File: config.mk
export PLATFORM = sky130hd
export DESIGN_NAME = gpio_nibble_port
export DESIGN_NICKNAME = d
export VERILOG_FILES = /design/src/rtl/gpio_nibble_port.sv
export SDC_FILE = /design/constraint.sdc
export NUM_CORES = 1
export LEC_CHECK = 0
export ABC_AREA = 1
export BUFFER_PORTS_ARGS = -buffer_cell sky130_fd_sc_hd__buf_2
export CELL_PAD_IN_SITES_DETAIL_PLACEMENT = 1
export CELL_PAD_IN_SITES_GLOBAL_PLACEMENT = 1
export CORE_UTILIZATION = 30
export CTS_CLUSTER_DIAMETER = 200
export DETAILED_ROUTE_END_ITERATION = 8
export PLACE_DENSITY = 0.84
export REMOVE_ABC_BUFFERS = 1
export SLEW_MARGIN = 20
export SYNTH_ARGS = -nofsm -noshare
export SYNTH_HDL_FRONTEND = slang
export SYNTH_SLANG_ARGS = --single-unit
File: constraint.sdc
create_clock -name clk -period 2.3 [get_ports clk]
set_input_delay 0.23 -clock clk [delete_from_list [all_inputs] [get_ports clk]]
set_output_delay 0.23 -clock clk [all_outputs]
set_load 0.02 [all_outputs]
File: src/rtl/gpio_nibble_port.sv
module gpio_nibble_port #(
  parameter int ADDR_W      = 9,
  parameter int DATA_W      = 8,
  parameter int LO          = 4,
  parameter int NPIN        = 4,
  parameter int OD_BIT      = 6,
  parameter int SYNC_STAGES = 2,
  parameter int MIRROR_BIT  = 8,
  parameter logic [8:0] DATA_BASE = 9'h006,
  parameter logic [8:0] DIR_BASE  = 9'h086
) (
  input  logic                      clk,
  input  logic                      rst_n,
  input  logic [ADDR_W-1:0]         bus_addr,
  input  logic [1:0]                bus_cmd,
  input  logic [$clog2(DATA_W)-1:0] bus_bit,
  input  logic [DATA_W-1:0]         bus_wdata,
  output logic [DATA_W-1:0]         bus_rdata,
  input  logic [NPIN-1:0]           pad_in,
  input  logic [NPIN-1:0]           ana_sel,
  output logic [NPIN-1:0]           pad_out,
  output logic [NPIN-1:0]           pad_oe
);
  localparam int HI = LO + NPIN - 1;
  localparam int OD_IDX = OD_BIT - LO;
  localparam logic [1:0] CMD_WR = 2'd1, CMD_SET = 2'd2, CMD_CLR = 2'd3;
  localparam logic [ADDR_W-1:0] AMASK = ~(ADDR_W'(1) << MIRROR_BIT);

  logic [NPIN-1:0] sync_q [SYNC_STAGES];
  logic [NPIN-1:0] dir_q, dir_d, lat_q, lat_d, pin_view;
  logic            hit_data, hit_dir, is_bitop, in_rng;

  assign hit_data = (bus_addr & AMASK) == ADDR_W'(DATA_BASE);
  assign hit_dir  = (bus_addr & AMASK) == ADDR_W'(DIR_BASE);
  assign is_bitop = (bus_cmd == CMD_SET) || (bus_cmd == CMD_CLR);
  assign in_rng   = (int'(bus_bit) >= LO) && (int'(bus_bit) <= HI);

  always_ff @(posedge clk) begin
    if (!rst_n) sync_q[0] <= '0;
    else        sync_q[0] <= pad_in;
  end

  for (genvar k = 1; k < SYNC_STAGES; k++) begin : g_sync
    always_ff @(posedge clk) begin
      if (!rst_n) sync_q[k] <= '0;
      else        sync_q[k] <= sync_q[k-1];
    end
  end

  assign pin_view = sync_q[SYNC_STAGES-1] & ~ana_sel;

  function automatic logic [DATA_W-1:0] place(input logic [NPIN-1:0] nib);
    logic [DATA_W-1:0] r;
    r = '0;
    r[HI:LO] = nib;
    return r;
  endfunction

  function automatic logic [NPIN-1:0] edit(input logic [NPIN-1:0] src,
                                           input logic [$clog2(DATA_W)-1:0] b,
                                           input logic v);
    logic [NPIN-1:0] e;
    e = src;
    for (int i = 0; i < NPIN; i++)
      if (int'(b) == LO + i) e[i] = v;
    return e;
  endfunction

  assign bus_rdata = hit_data ? place(pin_view) :
                     hit_dir  ? place(dir_q)    : '0;

  always_comb begin
    lat_d = lat_q;
    dir_d = dir_q;
    if (bus_cmd == CMD_WR) begin
      if (hit_data) lat_d = bus_wdata[HI:LO];
      if (hit_dir)  dir_d = bus_wdata[HI:LO];
    end else if (is_bitop) begin
      if (hit_data) lat_d = edit(pin_view, bus_bit, bus_cmd == CMD_SET);
      if (hit_dir)  dir_d = edit(dir_q, bus_bit, bus_cmd == CMD_SET);
    end
  end

  always_ff @(posedge clk) begin
    if (!rst_n) dir_q <= '1;
    else        dir_q <= dir_d;
  end

  always_ff @(posedge clk) lat_q <= lat_d;

  for (genvar i = 0; i < NPIN; i++) begin : g_pad
    if (LO + i == OD_BIT) begin : g_od
      assign pad_out[i] = 1'b0;
      assign pad_oe[i]  = ~dir_q[i] & ~lat_q[i];
    end else begin : g_pp
      assign pad_out[i] = lat_q[i];
      assign pad_oe[i]  = ~dir_q[i];
    end
  end

  AST_RESET_ALL_INPUTS: assert property (@(posedge clk)
    !rst_n |=> (pad_oe == '0));

  AST_WRITE_LOADS_LATCH: assert property (@(posedge clk) disable iff (!rst_n)
    (bus_cmd == CMD_WR && hit_data) |=> (lat_q == $past(bus_wdata[HI:LO])));

  AST_BITOP_ONE_CHANGE: assert property (@(posedge clk) disable iff (!rst_n)
    (is_bitop && hit_data) |=> ($countones(lat_q ^ $past(pin_view)) <= 1));

  AST_OD_RELEASES_HIGH: assert property (@(posedge clk) disable iff (!rst_n)
    (bus_cmd == CMD_WR && hit_data && bus_wdata[OD_BIT]) |=> !pad_oe[OD_IDX]);

  AST_IDLE_KEEPS_DIR: assert property (@(posedge clk) disable iff (!rst_n)
    (bus_cmd == 2'd0) |=> $stable(dir_q));
endmodule

Word-level counts from Yosys, hierarchy flattened
Memories as Yosys holds them, arrays and structs flattened.
Index checks and enable logic that the tools add are counted.
- bitwise operators: 10
- equal/unequal tests: 13
- reductions and logical operators: 11
- mux-type cells: 22
- operators by type and width (kind ; count):
    4-bit two-way mux ; 10
    8-bit two-way mux ; 2
    4-bit AND reduction ; 4
    1-bit two-way mux ; 10
    2-bit nonzero test ; 5
    8-bit by 3-bit equality test with 1-bit output (second input constant) ; 1
    8-bit equality test (second input constant) ; 1
    2-bit != test (second input constant) ; 4
    3-bit equality test (second input constant) ; 2
    1-bit NOT ; 5
    4-bit AND ; 1
    2-bit equality test (second input constant) ; 2
    4-bit NOT ; 1
    3-bit by 1-bit equality test with 1-bit output (second input constant) ; 1
    3-bit by 2-bit equality test with 1-bit output (second input constant) ; 1
    3-bit AND reduction ; 1
    2-bit by 1-bit equality test with 1-bit output (second input constant) ; 1
    1-bit bitwise OR ; 2
    1-bit AND ; 1
    1-bit logical OR ; 1
- memories kept: 1
- input port bits: 32
- output and inout bits: 16
- flip-flop bits (word level): 8
- RAM bits: 8
- logic and storage cells: 62
- memory list (memory ; depth ; bits a word ; rd ports ; clocked after memory_dff ; write ports ; line ; source):
    sync_q ; 2 ; 4 ; 2 ; 0 ; 2 ; 29 ; logic [NPIN-1:0] sync_q [SYNC_STAGES];

Depth between registers and ports, before layout
- depth in word-level cells: 6
- gate-level depth with buffers: 8

Worst setup path before layout
OpenSTA, ideal clock, no wires.
- path kind: input to register
- from: input port bus_addr[5]
- to: register lat_q[0], enable pin
- stages on the path: 2
- buffers on the path: 0
- data required time: 1.990 ns
- path slack: 1.106 ns
- setup time: 0.310 ns
- data arrival time: 0.884 ns
- cell sequence: nor4_2 -> and3_1
- word-level cells in the longest chain between the ends: 3
- ends and longest elaborated chain (what ; line ; source):
    start, declared ; 14 ; input logic [ADDR_W-1:0] bus_addr,
    8-bit by 3-bit equality test with 1-bit output (*) ; 33 ; assign hit_data = (bus_addr & AMASK) == ADDR_W'(DATA_BASE);
    2-bit != test (no line) ; -- ;
    3-bit AND reduction (no line) (*) ; -- ;
    end signal, assigned ; 89 ; always_ff @(posedge clk) lat_q <= lat_d;
    end, declared ; 30 ; logic [NPIN-1:0] dir_q, dir_d, lat_q, lat_d, pin_view;
Mark *: on every way between the ends. The rest lies on a longest branch, timed or not.
A chain may end at the register's enable or synchronous reset.

==> flow_metrics.py <==
metrics = {
    "pwr": {
        "power_density_nw_per_um2": 471,
        "p_comb_share_pct": 15.8,
        "clockPowerShare_pct": 29.5,
        "switchingPower_mw": 0.149,
        "switching_share_pct": 27.4,
        "p_leak_nw": 0.727,
        "p_int_mw": 0.394,
        "seqPwrFrac_pct": 54.7,
        "ir_drop_mv": 0.206,
    },
    "setup_path": {
        "arrival_ps": 1300,
        "crit_start": "sync_q[1][3]",
        "critPathMaxFanout": 2,
        "cp-start-kind": "flop",
        "critPathKind": "flop to primary output",
        "required_ps": 2070,
        "r2r-start": "sync_q[1][1]",
        "r2r-end": "lat_q[1]",
        "rr_worst_depth": 5,
        "r2r_slack_ps": 1210,
        "worstSetupEndpointType": "primary output",
    },
    "yosys": {
        "syn_area_um2": 946,
        "syn-mean-instance-area_um2": 6.90,
        "yosysTopAreaCellShare_pct": 25.4,
        "seq_area_frac_synth_pct": 38.1,
        "yosys.cell_types.count": 22,
        "synth_top_cell_by_area": "dfxtp_1",
        "synth_cells": 137,
        "synth_area_leaders": "dfxtp_1 (25%), nand2_1 (15%), edfxtp_1 (13%)",
        "ys_ff_latch": 16,
        "yosysWarnings": 0,
    },
    "run": {
        "drv_cap": 0,
    },
    "routing": {
        "viasPerCell": 4.37,
        "vias": 944,
        "wl_mm": 2.15,
        "drt_iter0_drc": 8,
        "first_pass_iters": 4,
        "avgRoutedWirePerCell_um": 9.97,
        "drc": 0,
        "ant_nets": 0,
    },
    "hold_path": {
        "min_delay_worst_endpoint": "sync_q[0][0]",
        "holdCritStartpoint": "pad_in[0]",
        "holdCritPathClass": "input port to flop",
        "min_path_cells": 3,
    },
    "clock_tree": {
        "cts_hold_buf": 0,
        "numCtsBuffers": 3,
        "clock_path_buffers": 2,
        "cts_tree": "built",
        "cts.clk_slew.worst_paths_ps": 100,
        "cts_setup_buffers": 0,
        "htree_levels": 1,
        "cts_num_sinks": 16,
        "clk_latency_ps": 290,
        "ctsRootBufferMaster": "clkbuf_4",
        "cts_resized": 0,
    },
    "finish": {
        "antenna_cells": 0,
        "nets": 205,
        "areaGrowthSynthToFinish_pct": 21.8,
        "finalInstanceArea_um2": 1150,
        "drive_above_1_share_pct": 31.4,
    },
    "floorplan": {
        "die_x_um": 58.2,
        "rows": 20,
        "coreArea_um2": 3030,
        "fp.dieArea_um2": 3380,
        "start_util_pct": 31.2,
        "pin_count": 48,
        "die_h_um": 58.2,
    },
    "global_routing": {
        "grt_pass1_vias": 928,
        "grt_util_all_layers_pct": 13.9,
        "antenna_found_initial": 0,
        "grt_pass1_wl_mm": 3.64,
        "gr-total-overflow": 0,
        "grt_max_degree": 13,
    },
    "sta": {
        "drv_slew": 0,
        "post-route-period-util_pct": 66.6,
        "final-setup-viol-count": 0,
        "fmax_mhz": 652,
        "final.setup.tns_ps": 0,
        "post-route-min-period_ps": 1530,
        "final_hold_viol_count": 0,
        "finalClockSkew_ps": 0.867,
        "rsz0062_at_grt": "no",
    },
    "placement": {
        "dpl_cell_area_um2": 1130,
        "dp.final_hpwl_mm": 1.82,
        "port_buffers": 37,
        "globalplace.congestion": 0.848,
    },
    "outcome": {
        "status": "finished, final reports clean",
    },
}
[worst max-delay path, stage by stage (launching register included)]
cell     delay [ps]
dfxtp_1         320
inv_1            30
or2_2           290
inv_1            60
nand3_1          70
nand2_1          90
buf_2           160
[synth_stat cells]
cell	n
clkbuf_1	1
dfxtp_1	12
o211ai_1	1
nand2_2	2
edfxtp_1	4
inv_1	23
nand2_4	2
or2_2	3
buf_4	8
nand4_1	4
nor2_2	2
nor4_2	1
o21ai_1	2
nand3_1	20
o21ai_0	1
inv_2	3
and3_1	1
buf_6	1
nor2_4	1
nor2_1	5
nand2_1	39
conb_1	1
[power by group through the flow]
stage,combinational (mW),clock (mW),sequential (mW)
floorplan,0.0457,0,0.303
global placement,0.0812,0,0.303
detailed placement,0.0855,0,0.303
CTS,0.0861,0.161,0.297
global route,0.0964,0.177,0.297
finish,0.0858,0.160,0.297
[layout make-up]
class	instances	area, µm²
clock buffer	4	26.3
multi-input combinational	89	428
fill	416	1880
timing repair buffer	37	185
sequential	16	360
tap	44	55.1
inverter	26	97.6
[logic make-up (layout without fill, tap and decap cells)]
logic type | after synthesis | after routing | share of synthesized area, %
buffers and inverters | 36 | 67 | 18.3
flip-flops | 16 | 16 | 38.1
other | 1 | 5 | 0.396
AND/OR/NAND/NOR | 80 | 80 | 40.9
AO/OA/AOI/OAI | 4 | 4 | 2.38
[sequential cells by signal, summed over array words and instances (netlist names)]
name and flops:
sync_q 8, dir_q 4, lat_q 4
[how the worst max path moves through the flow]
| stage | slack [ps] | to | cells past startpoint |
|---|---|---|---|
| finish | 770 | bus_rdata[7] | 6 |
| global route | 670 | bus_rdata[7] | 6 |
| CTS | 750 | bus_rdata[7] | 6 |
| detailed placement | 820 | lat_q[1] | 3 |
| global placement | 850 | lat_q[3] | 3 |
| floorplan | 1110 | lat_q[0] | 2 |
[placed cells by master (no fill, tap or decap), types with 4 or more instances in the layout]
master | synthesis | routed
edfxtp_1 | 4 | 4
dfxtp_1 | 12 | 12
nand3_1 | 20 | 20
nand2_1 | 39 | 39
buf_2 | 0 | 37
nand4_1 | 4 | 4
nor2_1 | 5 | 5
conb_1 | 1 | 5
inv_1 | 23 | 23
[routing by layer]
| metal | track usage [%] | part of all wire, % |
|---|---|---|
| met1 | 14.8 | 42 |
| met2 | 26.8 | 53 |
| met3 | 3.13 | 4.3 |
| met4 | 4.08 | 1.2 |
| met5 | 0 | 0 |
[stage by stage]
stage	utilization [%]	hold WS [ps]	total power [mW]	cells	setup slack, ps
floorplan	-	315	0.349	131	1110
global placement	37.2	390	0.384	212	849
detailed placement	37.2	404	0.389	212	821
CTS	38.1	125	0.544	216	747
global route	38.1	120	0.571	216	672
finish	38.1	120	0.542	216	767
(Power assumes the default switching activity.)
